## config.mk

```make
export PLATFORM = sky130hd
export DESIGN_NAME = rbank_top
export DESIGN_NICKNAME = d
export VERILOG_FILES = /design/src/rtl/rbank_pkg.sv /design/src/rtl/rbank_strobe.sv /design/src/rtl/rbank_defer.sv /design/src/rtl/rbank_chregs.sv /design/src/rtl/rbank_fifo.sv /design/src/rtl/rbank_top.sv
export SDC_FILE = /design/constraint.sdc
export NUM_CORES = 1
export LEC_CHECK = 0
export BUFFER_PORTS_ARGS = -buffer_cell sky130_fd_sc_hd__clkbuf_2
export CAP_MARGIN = 20
export CORE_MARGIN = 2
export CORE_UTILIZATION = 45
export CTS_BUF_LIST = sky130_fd_sc_hd__clkbuf_8
export DETAILED_ROUTE_END_ITERATION = 6
export GPL_TIMING_DRIVEN = 0
export PLACE_DENSITY_LB_ADDON = 0.2
export SLEW_MARGIN = 25
export SYNTH_ARGS = -nofsm -noshare
export SYNTH_HDL_FRONTEND = slang
export SYNTH_SLANG_ARGS = --single-unit
```

## constraint.sdc

```tcl
create_clock -name clk -period 3.27 [get_ports clk]
set_input_delay 0 -clock clk [delete_from_list [all_inputs] [get_ports clk]]
set_output_delay 0 -clock clk [all_outputs]
set_load 0.005 [all_outputs]
```

## src/rtl/rbank_pkg.sv

```systemverilog
package rbank_pkg;
    localparam int DW     = 12;            // result width
    localparam int CW     = 3;             // channel code width
    localparam int WW     = 1 + CW + DW;   // read word width
    localparam int BW     = 8;             // byte-mode half width
    localparam int NCH    = 6;             // channels
    localparam int NPAIR  = NCH / 2;       // channel pairs
    localparam int PW     = 2;             // pair code width

    localparam logic [2:0] MD_CYCLE = 3'b110;
    localparam logic [2:0] MD_FIFO  = 3'b111;

    typedef struct packed {
        logic          vld;
        logic [CW-1:0] ch;
        logic [DW-1:0] dat;
    } word_t;

    typedef struct packed {
        logic [PW-1:0] pair;
        logic [DW-1:0] d0;
        logic [DW-1:0] d1;
    } pair_t;

    function automatic word_t mk_word(logic [PW-1:0] pair, logic member, logic [DW-1:0] d);
        word_t w;
        w.vld = 1'b1;
        w.ch  = {pair, member};
        w.dat = d;
        return w;
    endfunction
endpackage

```

## src/rtl/rbank_strobe.sv

```systemverilog
module rbank_strobe
    import rbank_pkg::*;
(
    input  logic       clk,
    input  logic       rst,
    input  logic       cs_n,
    input  logic       rd_n,
    input  logic [2:0] addr,
    input  logic       byte_mode,
    output logic [2:0] mode_q,
    output logic       hi_phase,
    output logic       adv
);
    logic rd_q;
    logic cs_seen;
    logic rise;
    logic done;

    assign rise = rd_n && !rd_q;
    assign done = rise && cs_seen;
    assign adv  = done && (!byte_mode || hi_phase);

    always_ff @(posedge clk) begin
        if (rst) begin
            rd_q     <= 1'b1;
            cs_seen  <= 1'b0;
            mode_q   <= 3'b000;
            hi_phase <= 1'b0;
        end else begin
            rd_q <= rd_n;
            if (!rd_n && !cs_n) begin
                cs_seen <= 1'b1;
                mode_q  <= addr;
            end else if (rise) begin
                cs_seen <= 1'b0;
            end
            if (!byte_mode)
                hi_phase <= 1'b0;
            else if (done)
                hi_phase <= !hi_phase;
        end
    end
endmodule

```

## src/rtl/rbank_defer.sv

```systemverilog
module rbank_defer
    import rbank_pkg::*;
(
    input  logic  clk,
    input  logic  rst,
    input  logic  rd_n,
    input  logic  wr_ok,
    input  pair_t wr_in,
    output logic  commit,
    output pair_t cm_pair
);
    logic  pend_v;
    pair_t pend;

    assign commit  = rd_n && (pend_v || wr_ok);
    assign cm_pair = pend_v ? pend : wr_in;

    always_ff @(posedge clk) begin
        if (rst) begin
            pend_v <= 1'b0;
            pend   <= '0;
        end else if (!rd_n) begin
            if (wr_ok) begin
                pend   <= wr_in;
                pend_v <= 1'b1;
            end
        end else if (pend_v && wr_ok) begin
            pend <= wr_in;
        end else begin
            pend_v <= 1'b0;
        end
    end
endmodule

```

## src/rtl/rbank_chregs.sv

```systemverilog
module rbank_chregs
    import rbank_pkg::*;
(
    input  logic                clk,
    input  logic                rst,
    input  logic                we,
    input  pair_t               wp,
    output word_t [NCH-1:0]     regs
);
    for (genvar p = 0; p < NPAIR; p++) begin : g_pair
        for (genvar m = 0; m < 2; m++) begin : g_mem
            always_ff @(posedge clk) begin
                if (rst)
                    regs[2*p+m] <= '0;
                else if (we && wp.pair == PW'(p))
                    regs[2*p+m] <= mk_word(wp.pair, 1'(m), (m == 0) ? wp.d0 : wp.d1);
            end
        end
    end
endmodule

```

## src/rtl/rbank_fifo.sv

```systemverilog
module rbank_fifo
    import rbank_pkg::*;
#(
    parameter int FDEPTH = 6,
    localparam int CNTW  = $clog2(FDEPTH + 1)
) (
    input  logic            clk,
    input  logic            rst,
    input  logic            push,
    input  pair_t           wp,
    input  logic            pop,
    output word_t           head,
    output logic [CNTW-1:0] cnt,
    output logic            ovf
);
    word_t ent [FDEPTH];
    word_t sh  [FDEPTH];
    word_t nxt [FDEPTH];
    logic [CNTW-1:0] n;
    logic fits;
    logic push_ok;
    word_t w0, w1;

    assign n       = (pop && cnt != '0) ? cnt - 1'b1 : cnt;
    assign fits    = (n <= CNTW'(FDEPTH - 2));
    assign push_ok = push && fits;
    assign w0      = mk_word(wp.pair, 1'b0, wp.d0);
    assign w1      = mk_word(wp.pair, 1'b1, wp.d1);
    assign head    = ent[0];

    for (genvar i = 0; i < FDEPTH; i++) begin : g_ent
        if (i == FDEPTH - 1) begin : g_top
            assign sh[i] = pop ? '0 : ent[i];
        end else begin : g_mid
            assign sh[i] = pop ? ent[i+1] : ent[i];
        end
        assign nxt[i] = (push_ok && n == CNTW'(i))          ? w0 :
                        (push_ok && n + 1'b1 == CNTW'(i))   ? w1 : sh[i];
        always_ff @(posedge clk) begin
            if (rst) ent[i] <= '0;
            else     ent[i] <= nxt[i];
        end
    end

    always_ff @(posedge clk) begin
        if (rst) begin
            cnt <= '0;
            ovf <= 1'b0;
        end else begin
            cnt <= push_ok ? n + CNTW'(2) : n;
            ovf <= push && !fits;
        end
    end
endmodule

```

## src/rtl/rbank_top.sv

```systemverilog
module rbank_top
    import rbank_pkg::*;
#(
    parameter int FDEPTH = 6,
    localparam int CNTW  = $clog2(FDEPTH + 1),
    localparam int PTRW  = $clog2(NCH)
) (
    input  logic          clk,
    input  logic          rst,
    input  logic          wr_en,
    input  logic [PW-1:0] wr_pair,
    input  logic [DW-1:0] wr_d0,
    input  logic [DW-1:0] wr_d1,
    input  logic          cs_n,
    input  logic          rd_n,
    input  logic [2:0]    addr,
    input  logic          byte_mode,
    output logic [WW-1:0] dout,
    output logic          dout_oe,
    output logic          ovf
);
    pair_t            wr_in, cm_pair;
    logic             wr_ok, commit;
    logic [2:0]       mode_q;
    logic             hi_phase, adv;
    logic             in_fifo;
    word_t [NCH-1:0]  regs;
    word_t            fhead, sel;
    logic [CNTW-1:0]  fifo_cnt;
    logic [PTRW-1:0]  cyc_ptr;

    assign wr_in   = '{pair: wr_pair, d0: wr_d0, d1: wr_d1};
    assign wr_ok   = wr_en && (wr_pair < PW'(NPAIR));
    assign in_fifo = (mode_q == MD_FIFO);

    rbank_defer i_defer (
        .clk(clk), .rst(rst), .rd_n(rd_n), .wr_ok(wr_ok), .wr_in(wr_in),
        .commit(commit), .cm_pair(cm_pair)
    );

    rbank_strobe i_strobe (
        .clk(clk), .rst(rst), .cs_n(cs_n), .rd_n(rd_n), .addr(addr),
        .byte_mode(byte_mode), .mode_q(mode_q), .hi_phase(hi_phase), .adv(adv)
    );

    rbank_chregs i_chregs (
        .clk(clk), .rst(rst), .we(commit && !in_fifo), .wp(cm_pair), .regs(regs)
    );

    rbank_fifo #(.FDEPTH(FDEPTH)) i_fifo (
        .clk(clk), .rst(rst), .push(commit && in_fifo), .wp(cm_pair),
        .pop(adv && in_fifo), .head(fhead), .cnt(fifo_cnt), .ovf(ovf)
    );

    always_ff @(posedge clk) begin
        if (rst)
            cyc_ptr <= '0;
        else if (adv && mode_q == MD_CYCLE)
            cyc_ptr <= (cyc_ptr == PTRW'(NCH - 1)) ? '0 : cyc_ptr + 1'b1;
    end

    always_comb begin
        case (addr)
            MD_CYCLE: sel = regs[cyc_ptr];
            MD_FIFO:  sel = fhead;
            default:  sel = regs[addr[PTRW-1:0]];
        endcase
    end

    assign dout_oe = !cs_n && !rd_n;

    always_comb begin
        if (!dout_oe)
            dout = '0;
        else if (byte_mode)
            dout = hi_phase ? WW'(sel[WW-1:BW]) : WW'(sel[BW-1:0]);
        else
            dout = sel;
    end
endmodule

```

==> results of run 1 <==
final cells by class:
cell class,instances,area [um2]
well taps,330,413
fillers,2349,11700
multi-input cells,989,6580
clock inverters,21,120
clock buffers,49,674
plain buffers,126,609
flip-flops and latches,217,4350
inverters,38,143
repair buffers,84,587
path summary, 6_finish.rpt:
kind	endpoint	cells after the start
worst max-delay path	i_fifo.ent[2][4]$_SDFFE_PP0P_	14
worst min-delay path	i_strobe.rd_q$_SDFF_PP1_	3
worst max register to register	i_fifo.ent[2][4]$_SDFFE_PP0P_	14
worst min register to register	i_chregs.regs[62]$_SDFFE_PP0P_	2
kinds of logic (layout without fill, tap and decap cells):
kind of cell | count (synthesis) | count (layout) | share of synthesized area (%)
adder cells (fa/ha/maj) | 3 | 3 | 0.325
multiplexers | 97 | 97 | 11.3
XOR/XNOR | 4 | 4 | 0.368
AND/OR/NAND/NOR | 489 | 489 | 18.6
buffers and inverters | 166 | 318 | 6.33
AO/OA/AOI/OAI | 396 | 396 | 25.5
flip-flops | 217 | 217 | 37.6
state kept, by name, indices dropped and copies added (netlist names):
register and cells:
i_strobe.mode_q 3, i_chregs.regs 81, i_fifo.ovf 1, i_strobe.cs_seen 1, i_strobe.rd_q 1, i_fifo.cnt 3, i_fifo.ent 96, cyc_ptr 3
i_defer.pend_v 1, i_defer.pend 26, i_strobe.hi_phase 1
layout by cell type, fill, tap and decap left out, types with 10 or more instances in the layout:
master	synthesis	layout
nor3_1	12	12
a211oi_1	96	95
nand2_1	235	235
clkbuf_1	81	80
a221oi_2	17	17
and3_1	19	18
mux2_2	16	16
dfxtp_1	217	215
a21oi_1	83	82
dlygate4sd3_1	0	28
o21ai_0	41	41
a31oi_1	12	12
nor2_1	165	165
buf_4	5	13
o21a_1	16	16
a311oi_1	29	29
inv_1	38	51
mux4_2	24	24
clkbuf_2	0	47
o221ai_1	15	15
buf_6	7	10
mux2i_2	1	13
mux2i_1	54	42
buf_2	29	24
clkbuf_8	0	49
o31ai_1	14	14
o211ai_1	27	27
critical path: stages (launching register included):
cell and delay (ns):
dfxtp_2 0.38, inv_2 0.10, ha_2 0.23, nand2b_1 0.13, nand4_4 0.13, xnor2_4 0.29, buf_12 0.14, nor2_1 0.04
ha_1 0.34, a311o_1 0.34, a2bb2oi_4 0.20, buf_6 0.16, nand2_1 0.07, a221oi_2 0.30, nor4_2 0.08
routing by layer:
layer / vias to the layer above / global-route usage (%)
met5: - / 0
met2: 566 / 51.8
li1: 5232 / -
met4: 0 / 19.8
met1: 5464 / 41.7
met3: 142 / 4.80
per-stage QoR:
step	utilization [%]	total power, W	setup TNS (ns)	hold slack, ns	instance area (um2)
after floorplan	-	0.00315	0	0.136	11600
after global placement	48.5	0.00341	-12.76	0.238	12200
after detailed placement	48.7	0.00343	-13.89	0.254	12300
after CTS	53.4	0.00604	0	0.0236	13400
after global routing	53.5	0.00622	0	0.0321	13500
final	53.5	0.00605	0	0.0382	13500
timing repair:
item / in CTS / in global routing
setup endpoints to repair: 46 / 16
buffers inserted: 7 / 1
resized for setup: 12 / 6
hold buffers: 28 / 0
endpoints found under the hold margin: 31 / 0
pin swaps: 3 / 4
power by group through the flow:
stage	sequential [W]	clock (W)	combinational [W]
2_1_floorplan	0.00280	0	0.000358
6_report	0.00276	0.00263	0.000670
3_5_place_dp	0.00281	0	0.000617
5_1_grt	0.00276	0.00276	0.000697
4_1_cts	0.00275	0.00264	0.000646
3_3_place_gp	0.00281	0	0.000601
==> impl_metrics.toml, run 1 <==
[final_layout]
area.growth.synth_to_final_pct = 16.7
fin_nets = 1533
antennaDiodeCount = 0
layout-drive-gt1-share_pct = 17.3
final_cell_count_no_fill = 1854

[worst_setup_path]
startpoint = "i_fifo.cnt[0]$_SDFF_PP0_"
critPathKind = "flip-flop to flip-flop"
crit-reg2reg-launch = "i_fifo.cnt[0]$_SDFF_PP0_"
crit_fanout = 10
required_ns = 3.69
r2r_setup_slack_ns = 0.21
arrival_ns = 3.49
critPathLaunchType = "flip-flop"
cp-end-kind = "flip-flop"

[floorplanning]
io_pins = 53
start_util_pct = 45.9
die_h_um = 164
dieArea_um2 = 27000
core_um2 = 25200
die_w_um = 164
num_rows = 58

[synth]
ys_top_cells_by_count = "nand2_1, dfxtp_1, nor2_1, a211oi_1, a21oi_1"
synth_flop_cell = "dfxtp_1"
synth_most_common_cell = "nand2_1"
synth_area_per_cell_um2 = 8.42
ys.warnings.count = 0
synthArstFlopShare_pct = 0
syn_area_um2 = 11500
synth_edf_count = 0
synth_top_area_share_pct = 37.6
ys_ff_latch = 217
yosysUniqueCellTypes = 73
synth_top_cell_by_area = "dfxtp_1"
synth_cells = 1372
seq_area_frac_synth_pct = 37.6
syn-num-nets = 1410
synth_area_leaders = "dfxtp_1, nand2_1, a211oi_1, nor2_1, mux2i_1"

[routing]
drt-met1-wl_um = 17900
finalWirelength_um = 43700
wl_per_cell_um = 23.6
routed-wl-met2_um = 19600
drtIter0Drc = 1130
drc_errors = 0
vias = 11404
highest_layer = "met4"
wl_met3_um = 3410
drt_first_pass_iters = 5
via_per_inst = 6.15
antenna_left = 0

[global_route]
grt_max_degree = 19
antenna_found_initial = 0
grt_first_pass_wirelength_um = 65400
grt_overflow_total = 0
grt_use_total_pct = 32.6
grt_pass1_vias = 10829

[power_and_ir_drop]
ir_worst_vdd_uv = 314
p_sw_share_pct = 28.1
p_clk_share_pct = 43.4
intPower_w = 0.00435
p_per_area_nw_per_um2 = 449
leakagePower_nw = 4.67
seq_power_share_pct = 45.5
combPwrFrac_pct = 11.1
p_switching_w = 0.00170

[placed_design]
gp_congestion = 0.927
port_buffers = 47
dpl.hpwl_um = 30900
pre_cts_ws_ns = -0.794
place_inst = 1750

[job]
drv_cap = 0

[sta]
rsz0062_at_grt = "false"
finalCritPeriodShare_pct = 93.6
setup_viol = 0
timing.final.crit_period_ns = 3.06
drv_slew = 0
fmax_mhz = 327
worst_pin_slew_ns = 1.15
final.setup.worst_slack_ns = 0.209
relSlewSlack_pct = 21.9
clock_skew_ns = 0.0328
hold_viol = 0

[clocking]
clock_latency_ns = 0.57
clockBufferDepth = 3
clockRootBuffer = "clkbuf_8"
clk_pin_slew_worst_paths_ns = 0.06
tritoncts = "done"
cts-htree-levels = 2
cts_made_buffers = 39
clock_sinks = 217

[min_path]
hp-class = "primary input to flip-flop"
min_from = "rd_n"

[status]
status = "finished clean"
(Power assumes the default switching activity.)
==> run 2: changes to the inputs <==
CORE_UTILIZATION = 58   (was 45)
==> run 2 against run 1 <==
  * Count of clock-buffer cells in the layout fell by 7
  * Wire length decreased by 1.8%
  * Critical path depth down 3
  * Combinational power rose by 0.9%
  * Largest power group unchanged
  * Sequential power hardly changed
  * Register-to-register slack worse by 0.11 ns
  * Fmax decreased by 3.4%
  * Core utilization grew 15 points
  * Die area down 22%
==> impl_metrics.toml, run 2 (same netlist as run 1, synthesis figures left out) <==
[placed_design]
dpl.hpwl_um = 29200
place_inst = 1686
gp_congestion = 1.02
port_buffers = 47

[global_route]
global_route.usage.met1_pct = 48.1
grt_use_met2_pct = 60.2
grt_use_met3_pct = 9.31
busiest_layer = "met2"
antenna_found_initial = 0
grt_use_total_pct = 39.4
grt_max_degree = 20
grt_pass1_vias = 10969
grt_overflow_total = 0
grt_first_pass_wirelength_um = 63900

[worst_setup_path]
worstPathCellList = "inv_2 > ha_1 > a41oi_1 > a31oi_2 > ha_1 > a311o_1 > a2bb2oi_4 > buf_6 > nand2_1 > a221oi_2 > nor4_2"
crit_buf_inv = 2
crit_fanout = 10
critPathLaunchType = "flip-flop"
path_common_cell = "ha_1"
arrival_ns = 3.59
max_stage_delay_ns = 0.39
crit_family = "compound AO/OA/AOI/OAI gates"
cp-end-kind = "flip-flop"
crit_path_top_delay_cell = "a311o_1"
required_ns = 3.69
critPathKind = "flip-flop to flip-flop"

[power_and_ir_drop]
leakagePower_nw = 4.61
ir_worst_vdd_uv = 352
p_per_area_nw_per_um2 = 437
power.total_w = 0.00581

[clocking]
clock_latency_ns = 0.55
clock_sinks = 217
clk_pin_slew_worst_paths_ns = 0.07
tritoncts = "done"
clockRootBuffer = "clkbuf_8"
cts-htree-levels = 2
cts_made_buffers = 38
clockBufferDepth = 3

[routing]
drtIter0Drc = 1393
wl_per_cell_um = 24.1
antenna_left = 0
drt_first_pass_iters = 5
finalWirelength_um = 42900
vias = 11816
via_per_inst = 6.64
drc_errors = 0

[sta]
drv_slew = 0
clock_skew_ns = 0.0346
worst_pin_slew_ns = 1.04
finalCritPeriodShare_pct = 96.9
hold_viol = 0
fmax_mhz = 316
timing.final.crit_period_ns = 3.17
relSlewSlack_pct = 29.0
fin_hold_ws_ns = 0.0678
tns_ns = 0
setup_viol = 0

[floorplanning]
num_rows = 51
io_pins = 53
core_um2 = 19500
die_w_um = 145
die_h_um = 145
start_util_pct = 59.2
dieArea_um2 = 21100

[final_layout]
final_common_cell = "nand2_1"
layout-drive-gt1-share_pct = 17.2
final_util_pct = 68.2
largest_registers = "i_fifo.ent (96), i_chregs.regs (81), i_defer.pend (26)"
area.growth.synth_to_final_pct = 15.3
largest_reg_flops = 96
final_cell_mix = "nand2_1, dfxtp_1, nor2_1"
regMostFlops = "i_fifo.ent"
fin_nets = 1533
final_cell_count_no_fill = 1780

[job]
drv_cap = 0

[status]
status = "finished clean"

[min_path]
hp-class = "primary input to flip-flop"
run 2: cell types whose count changed in the layout (fill, tap and decap cells not counted), sizes merged:
cell      before  now
buf           54   56
clkbuf       177  169
clkinv         3    7
clkinvlp       3    1
diode          0    1
inv           52   46
run 2: cell type report:
cell class	instances	area, um2
diodes	1	2.50
plain buffers	126	606
clock buffers	42	578
clock inverters	17	103
fillers	1639	6210
inverters	38	143
multi-input cells	989	6600
flip-flops and latches	217	4350
well taps	265	332
repair buffers	85	598
run 2: path summary, 6_finish.rpt:
path                                                startpoint                              end  slack, ns  cells past startpoint
worst max-delay path                  i_fifo.cnt[0]$_SDFF_PP0_    i_fifo.ent[2][8]$_SDFFE_PP0P_       0.10                     11
worst min-delay path                                      cs_n  i_strobe.mode_q[2]$_SDFFE_PP0P_       0.07                      5
worst max register to register        i_fifo.cnt[0]$_SDFF_PP0_    i_fifo.ent[2][8]$_SDFFE_PP0P_       0.10                     11
worst min register to register  i_fifo.ent[2][31]$_SDFFE_PP0P_   i_fifo.ent[2][31]$_SDFFE_PP0P_       0.46                      2
run 2: worst min-delay path: cells and delay by family:
| kind | cells | cell delay [ns] |
|---|---|---|
| buf+inv | 2 | 0.26 |
| simple gates | 2 | 0.25 |
| compound gates | 1 | 0.07 |
run 2: power breakdown:
part           leakage (nW)  internal [W]  switching (W)  total, W
combinational          2.46      0.000215       0.000461  0.000676
sequential             1.76       0.00271      0.0000495   0.00276
clock                 0.386       0.00125        0.00113   0.00238
run 2: repair_timing:
item | CTS | global route
setup buffers | 5 | 3
hold endpoints to repair | 31 | 0
resized for setup | 9 | 9
pin swaps | 3 | 5
hold buffers | 28 | 0
endpoints found under the setup margin | 42 | 14
run 2: routing by layer:
metal / wire length (um) / vias up
met5: 0 / -
met4: 3770 / 0
met3: 4720 / 238
met2: 18700 / 814
met1: 15700 / 5534
li1: - / 5230
run 2: metrics by stage:
stage	setup WS, ns	area, um2
6_report	0.103	13300
5_1_grt	-0.0198	13300
4_1_cts	0.00241	13200
3_5_place_dp	-0.649	12200
3_3_place_gp	-0.602	12100
2_1_floorplan	0.00677	11600
==> run 3: changes to the inputs <==
RECOVER_POWER = 25   (was unset)
==> run 3 against run 2 <==
  * Count of clock-buffer cells in the layout unchanged
  * Core utilization barely moved
  * Setup slack worse by 0.018 ns
  * Register-to-register slack worse by 0.02 ns
  * Cell area about the same
  * Sequential share of layout area barely moved
  * Via count shrank 1.2%
  * First-iteration DRC count down 9.9%
  * Non-clock buffer count did not move
  * Wire length grew 0.13%
  * Clock skew about the same
  * Critical endpoint unchanged
  * Largest cell class unchanged
  * Largest power group unchanged
==> impl_metrics.toml, run 3 (same netlist as run 1, synthesis figures left out) <==
[status]
status = "finished clean"

[sta]
worst_pin_slew_ns = 1.02
timing.final.crit_period_ns = 3.19
fmax_mhz = 314
fin_hold_ws_ns = 0.0738
tns_ns = 0
drv_slew = 0
finalCritPeriodShare_pct = 97.4
setup_viol = 0
hold_viol = 0
clock_skew_ns = 0.0351
relSlewSlack_pct = 29.8

[worst_setup_path]
crit_buf_inv = 2
max_stage_delay_ns = 0.39
reg2reg_to = "i_fifo.ent[2][8]$_SDFFE_PP0P_"
critPathKind = "flip-flop to flip-flop"
crit_fanout = 10
cp-end-kind = "flip-flop"
crit_path_top_delay_cell = "a311o_1"
r2r_setup_slack_ns = 0.08
path_common_cell = "ha_1"
worst_r2r_path_depth = 11
crit-reg2reg-launch = "i_fifo.cnt[0]$_SDFF_PP0_"
required_ns = 3.69
critPathLaunchType = "flip-flop"
crit_family = "compound AO/OA/AOI/OAI gates"
arrival_ns = 3.60
worstPathCellList = "inv_2 > ha_1 > a41oi_1 > a31oi_2 > ha_1 > a311o_1 > a2bb2oi_4 > buf_6 > nand2_1 > a221oi_2 > nor4_2"

[power_and_ir_drop]
leakagePower_nw = 4.59
ir_worst_vdd_uv = 355
p_per_area_nw_per_um2 = 437

[global_route]
grt_use_total_pct = 39.4
grt_pass1_vias = 10969
busiest_layer = "met2"
grt_use_met2_pct = 60.2
antenna_found_initial = 0
grt_overflow_total = 0
global_route.usage.met1_pct = 48.1
grt_first_pass_wirelength_um = 63900
grt_max_degree = 20
grt_use_met3_pct = 9.31

[final_layout]
final_cell_mix = "nand2_1, dfxtp_1, nor2_1"
largest_reg_flops = 96
antennaDiodeCount = 0
final_common_cell = "nand2_1"
fin_nets = 1533
largest_registers = "i_fifo.ent (96), i_chregs.regs (81), i_defer.pend (26)"
regMostFlops = "i_fifo.ent"
layout-drive-gt1-share_pct = 16.9
area.growth.synth_to_final_pct = 15.2
final_cell_count_no_fill = 1779

[clocking]
cts_made_buffers = 38
clockRootBuffer = "clkbuf_8"
tritoncts = "done"
cts-htree-levels = 2
clock_latency_ns = 0.56
clk_pin_slew_worst_paths_ns = 0.07
clockBufferDepth = 3
clock_sinks = 217

[job]
drv_cap = 0

[routing]
finalWirelength_um = 42900
vias = 11677
antenna_left = 0
via_per_inst = 6.56
drt_first_pass_iters = 5
wl_per_cell_um = 24.1
drtIter0Drc = 1255
drc_errors = 0

[min_path]
hold_path_end = "i_strobe.mode_q[2]$_SDFFE_PP0P_"
min_from = "cs_n"
hp-class = "primary input to flip-flop"
min_path_cells = 5

[floorplanning]
core_um2 = 19500
start_util_pct = 59.2
io_pins = 53
dieArea_um2 = 21100
die_h_um = 145
num_rows = 51
die_w_um = 145

[placed_design]
dpl.hpwl_um = 29200
port_buffers = 47
place_inst = 1686
gp_congestion = 1.02
==> run 3: area by class of cell <==
class                   count  area, um2
plain buffers             126        606
clock buffers              42        578
clock inverters            17        103
fillers                  1642       6220
inverters                  38        143
multi-input cells         989       6600
flip-flops and latches    217       4350
well taps                 265        332
repair buffers             85        596
==> run 3: repair_timing <==
action	in CTS	in global routing
gates cloned	0	0
pin swaps	3	5
hold buffers	28	0
setup endpoints to repair	42	14
endpoints found under the hold margin	31	0
setup buffers	5	3
resized for setup	9	9
==> run 3: worst max-delay path by stage <==
stage / from / to / slack, ns / depth (start not counted)
final: i_fifo.cnt[0]$_SDFF_PP0_ / i_fifo.ent[2][8]$_SDFFE_PP0P_ / 0.08 / 11
after floorplan: i_fifo.cnt[0]$_SDFF_PP0_ / i_fifo.ent[2][9]$_SDFFE_PP0P_ / 0.007 / 15
after CTS: i_fifo.cnt[0]$_SDFF_PP0_ / i_fifo.ent[2][3]$_SDFFE_PP0P_ / 0.002 / 14
after global routing: i_fifo.cnt[0]$_SDFF_PP0_ / i_fifo.ent[2][8]$_SDFFE_PP0P_ / -0.02 / 12
after detailed placement: i_fifo.cnt[0]$_SDFF_PP0_ / i_fifo.ent[2][3]$_SDFFE_PP0P_ / -0.65 / 15
after global placement: i_fifo.cnt[0]$_SDFF_PP0_ / i_fifo.ent[2][3]$_SDFFE_PP0P_ / -0.60 / 15
==> run 3: worst register-to-register path, stage by stage, from the launching register on <==
cell       delay (ns)
dfxtp_4          0.37
inv_2            0.15
ha_1             0.36
a41oi_1          0.19
a31oi_2          0.35
ha_1             0.34
a311o_1          0.39
a2bb2oi_4        0.23
buf_6            0.17
nand2_1          0.09
a221oi_2         0.33
nor4_2           0.09
==> run 3: where the power goes <==
part	switching [W]	total [W]	leakage [nW]	internal, W
clock	0.00113	0.00238	0.386	0.00125
combinational	0.000460	0.000674	2.45	0.000214
sequential	0.0000492	0.00276	1.76	0.00271
==> run 3: per-layer routing <==
metal,wire length [um],vias up
li1,-,5219
met1,15800,5457
met2,18600,766
met3,4680,235
met4,3810,0
met5,0,-
==> run 3: stage by stage <==
step / cell area, um2 / power [W] / setup slack (ns) / utilization (%)
4_1_cts: 13200 / 0.00576 / 0.00241 / 67.8
3_3_place_gp: 12100 / 0.00340 / -0.602 / 62.2
2_1_floorplan: 11600 / 0.00315 / 0.00677 / -
3_5_place_dp: 12200 / 0.00342 / -0.649 / 62.5
5_1_grt: 13300 / 0.00595 / -0.0198 / 68.1
6_report: 13300 / 0.00581 / 0.0844 / 68.1
